--- src/rtl/fba_pkg.sv ---
package fba_pkg;
  typedef enum logic {
    OP_ALLOC = 1'b0,
    OP_FREE  = 1'b1
  } fba_op_e;
endpackage

--- src/rtl/fba_size_calc.sv ---
// Converts max packet size and slot count into allocation units.
module fba_size_calc #(
  parameter int MAXP_W  = 11,
  parameter int SLOT_W  = 2,
  parameter int UNIT_LG = 9,
  parameter int CNT_W   = 8
) (
  input  logic [MAXP_W-1:0] maxp,
  input  logic [SLOT_W-1:0] slots,
  output logic [CNT_W-1:0]  units
);
  localparam int SEG_W = MAXP_W + 1;
  localparam int SZ_W  = MAXP_W + SLOT_W + 2;

  logic [SEG_W-1:0] seg;
  logic [SZ_W-1:0]  size_b;
  logic [SZ_W-1:0]  round_b;

  // smallest power of two not below maxp (maxp of 0 yields 1)
  always_comb begin
    seg = SEG_W'(1);
    for (int k = 0; k < MAXP_W; k++) begin
      if (seg < {1'b0, maxp}) seg = seg << 1;
    end
  end

  assign size_b  = (SZ_W'(slots) + SZ_W'(1)) * SZ_W'(seg);
  assign round_b = (size_b + SZ_W'((1 << UNIT_LG) - 1)) >> UNIT_LG;
  assign units   = CNT_W'(round_b);
endmodule

--- src/rtl/fba_bitmap.sv ---
// Occupancy bitmap with run set and run clear.
module fba_bitmap #(
  parameter int MAP_BITS = 128,
  parameter int LO_W     = 23,
  parameter int CNT_W    = 8
) (
  input  logic                clk,
  input  logic                rst_n,
  input  logic                set_en,
  input  logic                clr_en,
  input  logic [LO_W-1:0]     lo,
  input  logic [CNT_W-1:0]    cnt,
  output logic [MAP_BITS-1:0] used
);
  logic [LO_W:0]         hi;
  logic [MAP_BITS-1:0]   in_run;

  assign hi = {1'b0, lo} + (LO_W+1)'(cnt);

  for (genvar i = 0; i < MAP_BITS; i++) begin : g_run
    localparam logic [LO_W:0] IV = (LO_W+1)'(i);
    assign in_run[i] = (IV >= {1'b0, lo}) && (IV < hi);
  end

  always_ff @(posedge clk or negedge rst_n) begin
    if (!rst_n)      used <= '0;
    else if (set_en) used <= used | in_run;
    else if (clr_en) used <= used & ~in_run;
  end

  // a free never turns a bit on
  p_clear_only_r6: assert property (@(posedge clk) disable iff (!rst_n)
    (clr_en && !set_en) |=> ((used & ~$past(used)) == '0));
  // an allocation never turns a bit off
  p_set_only_r3: assert property (@(posedge clk) disable iff (!rst_n)
    set_en |=> ((~used & $past(used)) == '0));
endmodule

--- src/rtl/fifo_region_alloc.sv ---
module fifo_region_alloc #(
  parameter int ADDR_W   = 32,
  parameter int MAXP_W   = 11,
  parameter int SLOT_W   = 2,
  parameter int UNIT_LG  = 9,
  parameter int MAP_BITS = 128
) (
  input  logic                           clk,
  input  logic                           rst_n,
  input  logic [ADDR_W-1:0]              base_addr,
  input  logic [$clog2(MAP_BITS+1)-1:0]  limit,
  input  logic                           req_valid,
  output logic                           req_ready,
  input  logic                           req_op,
  input  logic [MAXP_W-1:0]              req_maxp,
  input  logic [SLOT_W-1:0]              req_slots,
  input  logic [ADDR_W-1:0]              req_addr,
  output logic                           done,
  output logic                           fail,
  output logic [ADDR_W-1:0]              rsp_addr
);
  import fba_pkg::*;

  localparam int IDX_W = $clog2(MAP_BITS + 1);
  localparam int IB    = $clog2(MAP_BITS);
  localparam int CNT_W = IDX_W;
  localparam int OFF_W = ADDR_W - UNIT_LG;

  logic                busy;
  logic [IDX_W-1:0]    idx, run_start, lim_q;
  logic [CNT_W-1:0]    run_len, need_q, units;
  logic [ADDR_W-1:0]   base_q;
  logic [MAP_BITS-1:0] used;
  logic                acc, bit_free, hit, last;
  logic [IDX_W:0]      idx_inc;
  logic [OFF_W-1:0]    lo_free, lo_mux;
  logic [CNT_W-1:0]    cnt_mux;

  fba_size_calc #(
    .MAXP_W(MAXP_W), .SLOT_W(SLOT_W), .UNIT_LG(UNIT_LG), .CNT_W(CNT_W)
  ) u_size (
    .maxp(req_maxp), .slots(req_slots), .units(units)
  );

  assign req_ready = !busy && !done;
  assign acc       = req_valid && req_ready;

  assign bit_free = !used[idx[IB-1:0]];
  assign idx_inc  = {1'b0, idx} + 1'b1;
  assign hit      = (lim_q != '0) && bit_free && ((run_len + 1'b1) == need_q);
  assign last     = (lim_q == '0) || (idx_inc >= {1'b0, lim_q});

  assign lo_free = OFF_W'((req_addr - base_addr) >> UNIT_LG);
  assign lo_mux  = busy ? OFF_W'(run_start) : lo_free;
  assign cnt_mux = busy ? need_q : units;

  fba_bitmap #(
    .MAP_BITS(MAP_BITS), .LO_W(OFF_W), .CNT_W(CNT_W)
  ) u_map (
    .clk(clk), .rst_n(rst_n),
    .set_en(busy && hit),
    .clr_en(acc && (req_op == OP_FREE)),
    .lo(lo_mux), .cnt(cnt_mux), .used(used)
  );

  always_ff @(posedge clk or negedge rst_n) begin
    if (!rst_n) begin
      busy      <= 1'b0;
      done      <= 1'b0;
      fail      <= 1'b0;
      rsp_addr  <= '0;
      idx       <= '0;
      run_len   <= '0;
      run_start <= '0;
      need_q    <= '0;
      base_q    <= '0;
      lim_q     <= '0;
    end else begin
      done <= 1'b0;
      if (acc) begin
        if (req_op == OP_ALLOC) begin
          busy      <= 1'b1;
          idx       <= '0;
          run_len   <= '0;
          run_start <= '0;
          need_q    <= units;
          base_q    <= base_addr;
          lim_q     <= limit;
        end else begin
          done <= 1'b1;
          fail <= 1'b0;
        end
      end else if (busy) begin
        if (hit) begin
          busy     <= 1'b0;
          done     <= 1'b1;
          fail     <= 1'b0;
          rsp_addr <= base_q + (ADDR_W'(run_start) << UNIT_LG);
        end else if (last) begin
          busy <= 1'b0;
          done <= 1'b1;
          fail <= 1'b1;
        end else begin
          idx     <= idx_inc[IDX_W-1:0];
          run_len <= bit_free ? run_len + 1'b1 : '0;
          if (!bit_free) run_start <= idx_inc[IDX_W-1:0];
        end
      end
    end
  end

  // search-length watch counter for the R8 bound
  logic [IDX_W:0] scan_cyc;
  always_ff @(posedge clk or negedge rst_n) begin
    if (!rst_n)    scan_cyc <= '0;
    else if (busy) scan_cyc <= scan_cyc + 1'b1;
    else           scan_cyc <= '0;
  end

  p_scan_bound_r8: assert property (@(posedge clk) disable iff (!rst_n)
    busy |-> (scan_cyc < (IDX_W+1)'(MAP_BITS)));
  p_done_pulse_r8: assert property (@(posedge clk) disable iff (!rst_n)
    done |=> !done);
  p_fail_keeps_map_r5: assert property (@(posedge clk) disable iff (!rst_n)
    (done && fail) |-> (used == $past(used)));
  p_alloc_count_r3: assert property (@(posedge clk) disable iff (!rst_n)
    (done && !fail && $past(busy)) |->
      ($countones(used) == $past($countones(used)) + int'(need_q)));
  p_addr_align_r4: assert property (@(posedge clk) disable iff (!rst_n)
    (done && !fail && $past(busy)) |->
      ((rsp_addr[UNIT_LG-1:0] == base_q[UNIT_LG-1:0]) && (rsp_addr >= base_q)));
endmodule

--- config.mk ---
export PLATFORM = sky130hd
export DESIGN_NAME = fifo_region_alloc
export DESIGN_NICKNAME = d
export VERILOG_FILES = /design/src/rtl/fba_pkg.sv /design/src/rtl/fba_size_calc.sv /design/src/rtl/fba_bitmap.sv /design/src/rtl/fifo_region_alloc.sv
export SDC_FILE = /design/constraint.sdc
export NUM_CORES = 1
export LEC_CHECK = 0
export CAP_MARGIN = 5
export CORE_UTILIZATION = 55
export DETAILED_ROUTE_END_ITERATION = 6
export PLACE_DENSITY_LB_ADDON = 0.12
export SYNTH_ARGS = -nofsm -noshare
export SYNTH_HDL_FRONTEND = slang
export SYNTH_SLANG_ARGS = --single-unit
export TNS_END_PERCENT = 100
--- constraint.sdc ---
create_clock -name clk -period 16.1 [get_ports clk]
set_input_delay 3.22 -clock clk [delete_from_list [all_inputs] [get_ports clk]]
set_output_delay 3.22 -clock clk [all_outputs]
set_load 0.03 [all_outputs]
# Yosys cells after proc, flatten, opt, wreduce, memory -nomap -nowiden
# Cells that the tools add are included.
# op_classes
order_cmp,269
reduce_logical,149
n_mux,47
multipliers,1
add_sub_neg,7
n_eq_ne,5
n_bitwise,5
# ops
cell,count
$lt 7x24->1 const A,64
$ge 7x23->1 const A,64
$lt 6x24->1 const A,32
$ge 6x23->1 const A,32
$lt 5x24->1 const A,16
$ge 5x23->1 const A,16
$mux 128,2
$lt 4x24->1 const A,8
$ge 4x23->1 const A,8
$logic_and 1x1->1,134
$and 128x128->128,1
$not 128->128,1
$or 128x128->128,1
$mux 12,10
$mux 8,15
$lt 12x11->1,9
$lt 3x24->1 const A,4
$ge 3x23->1 const A,4
$lt 1x24->1 const A,2
$lt 2x24->1 const A,2
$ge 1x23->1 const A,2
$ge 2x23->1 const A,2
$add 32x17->32,1
$sub 32x32->32,1
28 further kinds,52
# word_totals
register_bits,233
out_inout_bits,35

# Logic depth before layout (Yosys ltp)
# Gate-level depths: netlist (run 1).
# logic_depth
word_depth,32
ltp_mapped,125

# Hierarchy
# A second synthesis (run 1) with hierarchy kept.
# unflattened
hier_cells,2525
hier_area_um2,21424.3
# by_module_without_submodules
mod,cells_each,instances,area_each_um2
fba_bitmap,1044,1,9281.4
fifo_region_alloc,887,1,8022.7
fba_size_calc,594,1,4120.2

# Worst setup path before layout (run 1)
# No wires, ideal clock.
# synth_timing
path_kind,input to register
from,input port req_maxp[10]
to,register (tool-made name)
t_required_ns,15.972
path_stages,114
arrival_time_ns,27.223
setup_slack_ns,-11.251
cell_sequence,or4_1 -> clkbuf_1 -> nor4_2 -> nand4_1 -> ha_1 -> a21oi_1 -> or4_1 -> ha_1 -> ha_1 -> a21o_1 -> a21o_1 -> nand2_1 -> mux2_2 -> ha_1 -> nand2_1 -> o21ai_0 -> nor3_1 -> o21ai_0 -> [... 78 more ...] -> a2111oi_0 -> xor2_1 -> o21ai_0 -> ha_1 -> and2_1 -> a21boi_0 -> a2111oi_0 -> nor4b_1 -> o22ai_1 -> a22o_1 -> a21oi_1 -> or4b_1 -> buf_2 -> or2_1 -> buf_6 -> buf_6 -> o221ai_1 -> mux2_1
# synth_lines
item,line,rtl
"start, declared",fifo_region_alloc.sv:15,"input logic [MAXP_W-1:0] req_maxp,"

==> results_dict.tcl, run 1 <==
set metrics [dict create \
    pre_cts_ws_ps -10180 \
    postRouteWirelength_um 70000 \
    die_h_um 192 \
    grt_overflow 0 \
    fill_cells 2327 \
    gp_congestion 1.01 \
    grtUsageMet3 0.0593 \
    layout_min_cycle_time_ps 24980 \
    drv_slew 0 \
    powerDensity_mw_per_mm2 166 \
    io_pins 124 \
    rows 69 \
    layout-drive-gt1-share 0.355 \
    hold_class "register to register" \
    ff_latch_area_mm2 0.00583 \
    antennaDiodeCount 0 \
    ys_types 98 \
    seq_power_share 0.188 \
    coreArea_mm2 0.0355 \
    end_kind "register" \
    num_vias 20100 \
    timing.final.hold_violations 0 \
    slowest_stage "or4_4" \
    postSynthAreaPerCell_um2 8.84 \
    fin_cells 3136 \
    clock-sinks 233 \
    nNetsFinal 2894 \
    crit_fanout 7 \
    p_leak_nw 12.6 \
    hpwlAfterDp_um 48500 \
    final_common_cell "buf_4" \
    syn_area_mm2 0.0198 \
    clk_pin_slew_worst_paths_ps 60 \
    dp.cells 2995 \
    crit_arrival_ps 25420 \
    firstDrtPassIters 6 \
    initial_core_util 0.557 \
    antenna_found_initial 1 \
    fp.dieW_um 192 \
    met1_usage 0.474 \
    fin_util 0.782 \
    power.internal_mw 2.29 \
    cts_tree "yes" \
    cpMostUsedCell "a21o_1" \
    clk_latency_ps 560 \
    max_stage_delay_ps 570 \
    ys_seq_elements 233 \
    io_buffers 123 \
    p_switching_mw 2.31 \
    first_global_vias 20100 \
    finalWorstSetupSlack_ps -8880 \
    ys_seq_area_frac 0.295 \
    busiest_layer "met2" \
    setup_viol 134 \
    route.detailed.wl_per_inst_um 22.3 \
    rsz0062_at_grt "true" \
    synth_edf_count 0 \
    clkPwrFrac 0.141 \
    ys_warn_count 0 \
    cts_max_path_buffers 3 \
    max_clock_freq_ghz 0.0400 \
    synth_flop_cell "dfrtp_1" \
    report.power.total_mw 4.60 \
    multi_input_area_mm2 0.0154 \
    cts_buffers 28 \
    via_per_inst 6.41 \
    cp-start-kind "primary input" \
    drc 0 \
    syn_inst 2236 \
    drtIter0Drc 1800 \
    r2r_slack_ps 8330 \
    fin_skew_ps 16.4 \
    synth_fp_nets 2475 \
    final_cell_mix "buf_4 (344), dfrtp_1 (232), nand2_1 (215)" \
    antenna_left 0 \
    worst_slew_pin_slew_ps 1320 \
    cp.required_ps 16540 \
    post-route-period-util 1.55 \
    grtUsageTotal 0.372 \
    htreeDepth 1 \
    worstSetupPathType "primary input to register" \
    grt_pass1_wl_um 107000 \
    die_area_mm2 0.0367 \
    cts_root_buffer "clkbuf_16" \
    cap_violations 0 \
    async_flop_share 1.00 \
    violations "negative setup slack" \
    pwr-share-comb 0.671 \
    slew_headroom 0.118 \
    syn_to_final_growth_pct 40.4 \
    max-vdd-ir-drop_v 0.000163 \
    outcome "finished with violations" \
    use_met2 0.620 \
    worst_hold_slack_ps 478 \
    swShare 0.503 \
    grt_max_degree 97 \
]
layer usage:
metal	routed length, µm	vias to the layer above
li1	-	9054
met1	28000	9810
met2	33000	968
met3	5570	277
met4	3450	2
met5	13	-
power by group through the flow:
stage	clock network, mW	registers (mW)	logic (mW)
floorplan	0	0.906	1.42
global placement	0	0.861	2.65
global route	0.674	0.884	3.23
CTS	0.654	0.863	2.88
detailed placement	0	0.871	2.68
finish	0.646	0.866	3.09
area by class of cell:
type                       instances  area share
sequential                       233       0.210
clock inverter                    13     0.00519
inverter                         116      0.0158
multi-input combinational       1761       0.554
tap                              461      0.0208
timing repair buffer             515       0.165
clock buffer                      37      0.0287
stage by stage:
stage / instance area, µm² / TNS, ps
final: 27700 / -1151290
after global routing: 27700 / -1281230
after CTS: 26900 / -1116830
after detailed placement: 24100 / -1314740
after global placement: 24100 / -1245020
after floorplan: 20600 / -1192800
cell families after synthesis:
family | after synthesis | synth area share
AOI/OAI and AO/OA | 639 | 0.218
xor gates and xnor gates | 70 | 0.0314
adders and majority gates | 150 | 0.0996
buffers and inverters | 243 | 0.0505
DFF | 233 | 0.295
muxes | 207 | 0.139
and+or+nand+nor | 694 | 0.166
cells in the mapped netlist (26+ instances only):
| master | number | area (µm²) |
|---|---|---|
| a211oi_1 | 36 | 270 |
| a21o_1 | 46 | 345 |
| a21oi_1 | 153 | 766 |
| and3_1 | 27 | 169 |
| clkbuf_1 | 90 | 338 |
| dfrtp_1 | 233 | 5830 |
| ha_1 | 138 | 1730 |
| inv_1 | 116 | 435 |
| mux2_1 | 26 | 293 |
| mux2_2 | 129 | 1450 |
| mux4_2 | 39 | 878 |
| nand2_1 | 228 | 856 |
| nand3_1 | 41 | 205 |
| nor2_1 | 189 | 709 |
| nor3_1 | 57 | 285 |
| o211ai_1 | 41 | 308 |
| o21ai_0 | 152 | 761 |
| o221ai_1 | 28 | 245 |
| xnor2_1 | 36 | 315 |
| xor2_1 | 33 | 289 |
worst max-delay path, delay by kind of cell:
family / cells / cell delay, ps
buffers and inverters: 14 / 1790
XOR/XNOR: 1 / 210
multiplexers: 3 / 990
adder cells (fa/ha/maj): 15 / 4030
AO/OA/AOI/OAI: 55 / 9260
AND/OR/NAND/NOR: 27 / 5840
final timing paths:
path,endpoint,from,depth (start not counted)
min in group asynchronous,base_q[23],rst_n,1
hold reg to reg,base_q[5],base_q[5],2
max in group asynchronous,idx[0],rst_n,3
hold / removal,base_q[5],base_q[5],2
setup reg to reg,register,idx[0],14
setup / recovery,register,req_maxp[7],115
timing repair:
action	4_1_cts	5_1_grt
gates resized for setup	248	129
buffers inserted	52	38
endpoints found under the setup margin	134	134
pin swaps	138	85
cloned	10	0
hold buffers	0	0
Note: power is estimated with default switching activity, not from simulation.
==> inputs of run 2 (changes only) <==
Settings changed: CORE_UTILIZATION 55 to 24.
==> results_dict.tcl, run 2 (same netlist as run 1, synthesis figures left out) <==
set metrics [dict create \
    outcome "finished with violations" \
    violations "negative setup slack" \
    cp-start-kind "primary input" \
    p_switching_mw 2.31 \
    cts_buffers 31 \
    fin_skew_ps 9.10 \
    drtIter0Drc 1130 \
    cpMostUsedCell "a21o_1" \
    cap_violations 0 \
    nNetsFinal 2873 \
    layout-drive-gt1-share 0.339 \
    antenna_found_initial 3 \
    grt_overflow 0 \
    cp.required_ps 16580 \
    clk_latency_ps 590 \
    initial_core_util 0.244 \
    io_pins 124 \
    drv_slew 0 \
    slew_headroom 0.217 \
    worst_slew_pin_slew_ps 1170 \
    slowest_stage "or4b_4" \
    grt_max_degree 102 \
    hold_class "register to register" \
    antenna_left 0 \
    final_common_cell "buf_4" \
    max_clock_freq_ghz 0.0404 \
    crit_arrival_ps 25230 \
    seq_power_share 0.185 \
    worstSetupPathType "primary input to register" \
    layout_min_cycle_time_ps 24750 \
    clock-sinks 233 \
    drc 0 \
    htreeDepth 1 \
    swShare 0.493 \
    ff_latch_area_mm2 0.00583 \
    num_vias 18800 \
    route.detailed.wl_per_inst_um 20.5 \
    setup_tns_ps -1122890 \
    die_h_um 289 \
    fp.dieW_um 289 \
    timing.final.hold_violations 0 \
    final_cell_mix "buf_4 (332), dfrtp_1 (232), nand2_1 (222)" \
    r2r_slack_ps 8640 \
    power.internal_mw 2.38 \
    post-route-period-util 1.54 \
    rows 104 \
    max-vdd-ir-drop_v 0.000170 \
    multi_input_area_mm2 0.0151 \
    crit_fanout 8 \
    max_stage_delay_ps 620 \
    clk_pin_slew_worst_paths_ps 60 \
    die_area_mm2 0.0835 \
    grtUsageTotal 0.180 \
    whs_path_depth 2 \
    pwr-share-comb 0.662 \
    finalWorstSetupSlack_ps -8650 \
    firstDrtPassIters 7 \
    cts_root_buffer "clkbuf_16" \
    end_kind "register" \
    cts_max_path_buffers 3 \
    setup_viol 134 \
    gp_congestion 0.938 \
    hpwlAfterDp_um 56800 \
    postRouteWirelength_um 76300 \
    powerDensity_mw_per_mm2 167 \
    first_global_vias 19700 \
    cts_tree "yes" \
    syn_to_final_growth_pct 41.9 \
    p_leak_nw 12.4 \
    io_buffers 123 \
    reg2reg_depth 15 \
    pre_cts_ws_ps -10840 \
    coreArea_mm2 0.0809 \
    holdBufCountCts 0 \
    grt_pass1_wl_um 117000 \
    via_per_inst 5.05 \
    fill_cells 8348 \
    clkPwrFrac 0.153 \
    rsz0062_at_grt "true" \
    fin_util 0.346 \
]
run 2: routing by layer:
metal	wire length [µm]	up-vias	global-route usage	share of wire
met3	3110	130	0.0205	0.041
met5	13	-	0	0.00017
met1	34900	9261	0.237	0.46
met4	2100	2	0.0541	0.027
met2	36200	394	0.307	0.47
li1	-	9012	-	-
run 2: layout make-up:
class | count | share of cell area
flip-flops and latches | 233 | 0.208
inverters | 116 | 0.0156
diodes | 1 | 0.0000893
repair buffers | 492 | 0.154
clock buffers | 43 | 0.0325
clock inverters | 14 | 0.00576
well taps | 1060 | 0.0473
multi-input cells | 1760 | 0.537
run 2: timing repair:
action,in CTS,in global routing
gates cloned,5,2
buffers inserted,37,13
endpoints found under the setup margin,134,134
pin swaps,132,78
gates resized for setup,206,76
run 2: final timing paths:
path                             start     endpoint
min in group asynchronous        rst_n  rsp_addr[7]
setup / recovery           req_maxp[9]     register
hold / removal               base_q[8]    base_q[8]
hold reg to reg              base_q[8]    base_q[8]
max in group asynchronous        rst_n       idx[0]
setup reg to reg                idx[0]     register
run 2: power groups by stage:
stage          Sequential, mW  Combinational, mW  Clock, mW
2_1_floorplan           0.906               1.42          0
3_3_place_gp            0.873               2.88          0
3_5_place_dp            0.880               2.87          0
4_1_cts                 0.870               3.01      0.746
5_1_grt                 0.891               3.31      0.767
6_report                0.867               3.11      0.720
run 2: per-stage QoR:
stage	power, mW	instances	instance area, µm²	hold WS (ps)
after floorplan	2.33	2236	20600	440
after global placement	3.76	3606	25000	459
after detailed placement	3.75	3606	25000	467
after CTS	4.63	3703	27400	480
after global routing	4.97	3719	28000	507
final	4.69	3719	28000	473
run 2: critical path, delay by kind of cell:
kind	cells	cell delay, ps
simple gates	30	6500
compound gates	53	9400
fa+ha+maj	14	3660
mux	3	1000
xor+xnor	1	110
buf+inv	11	1330
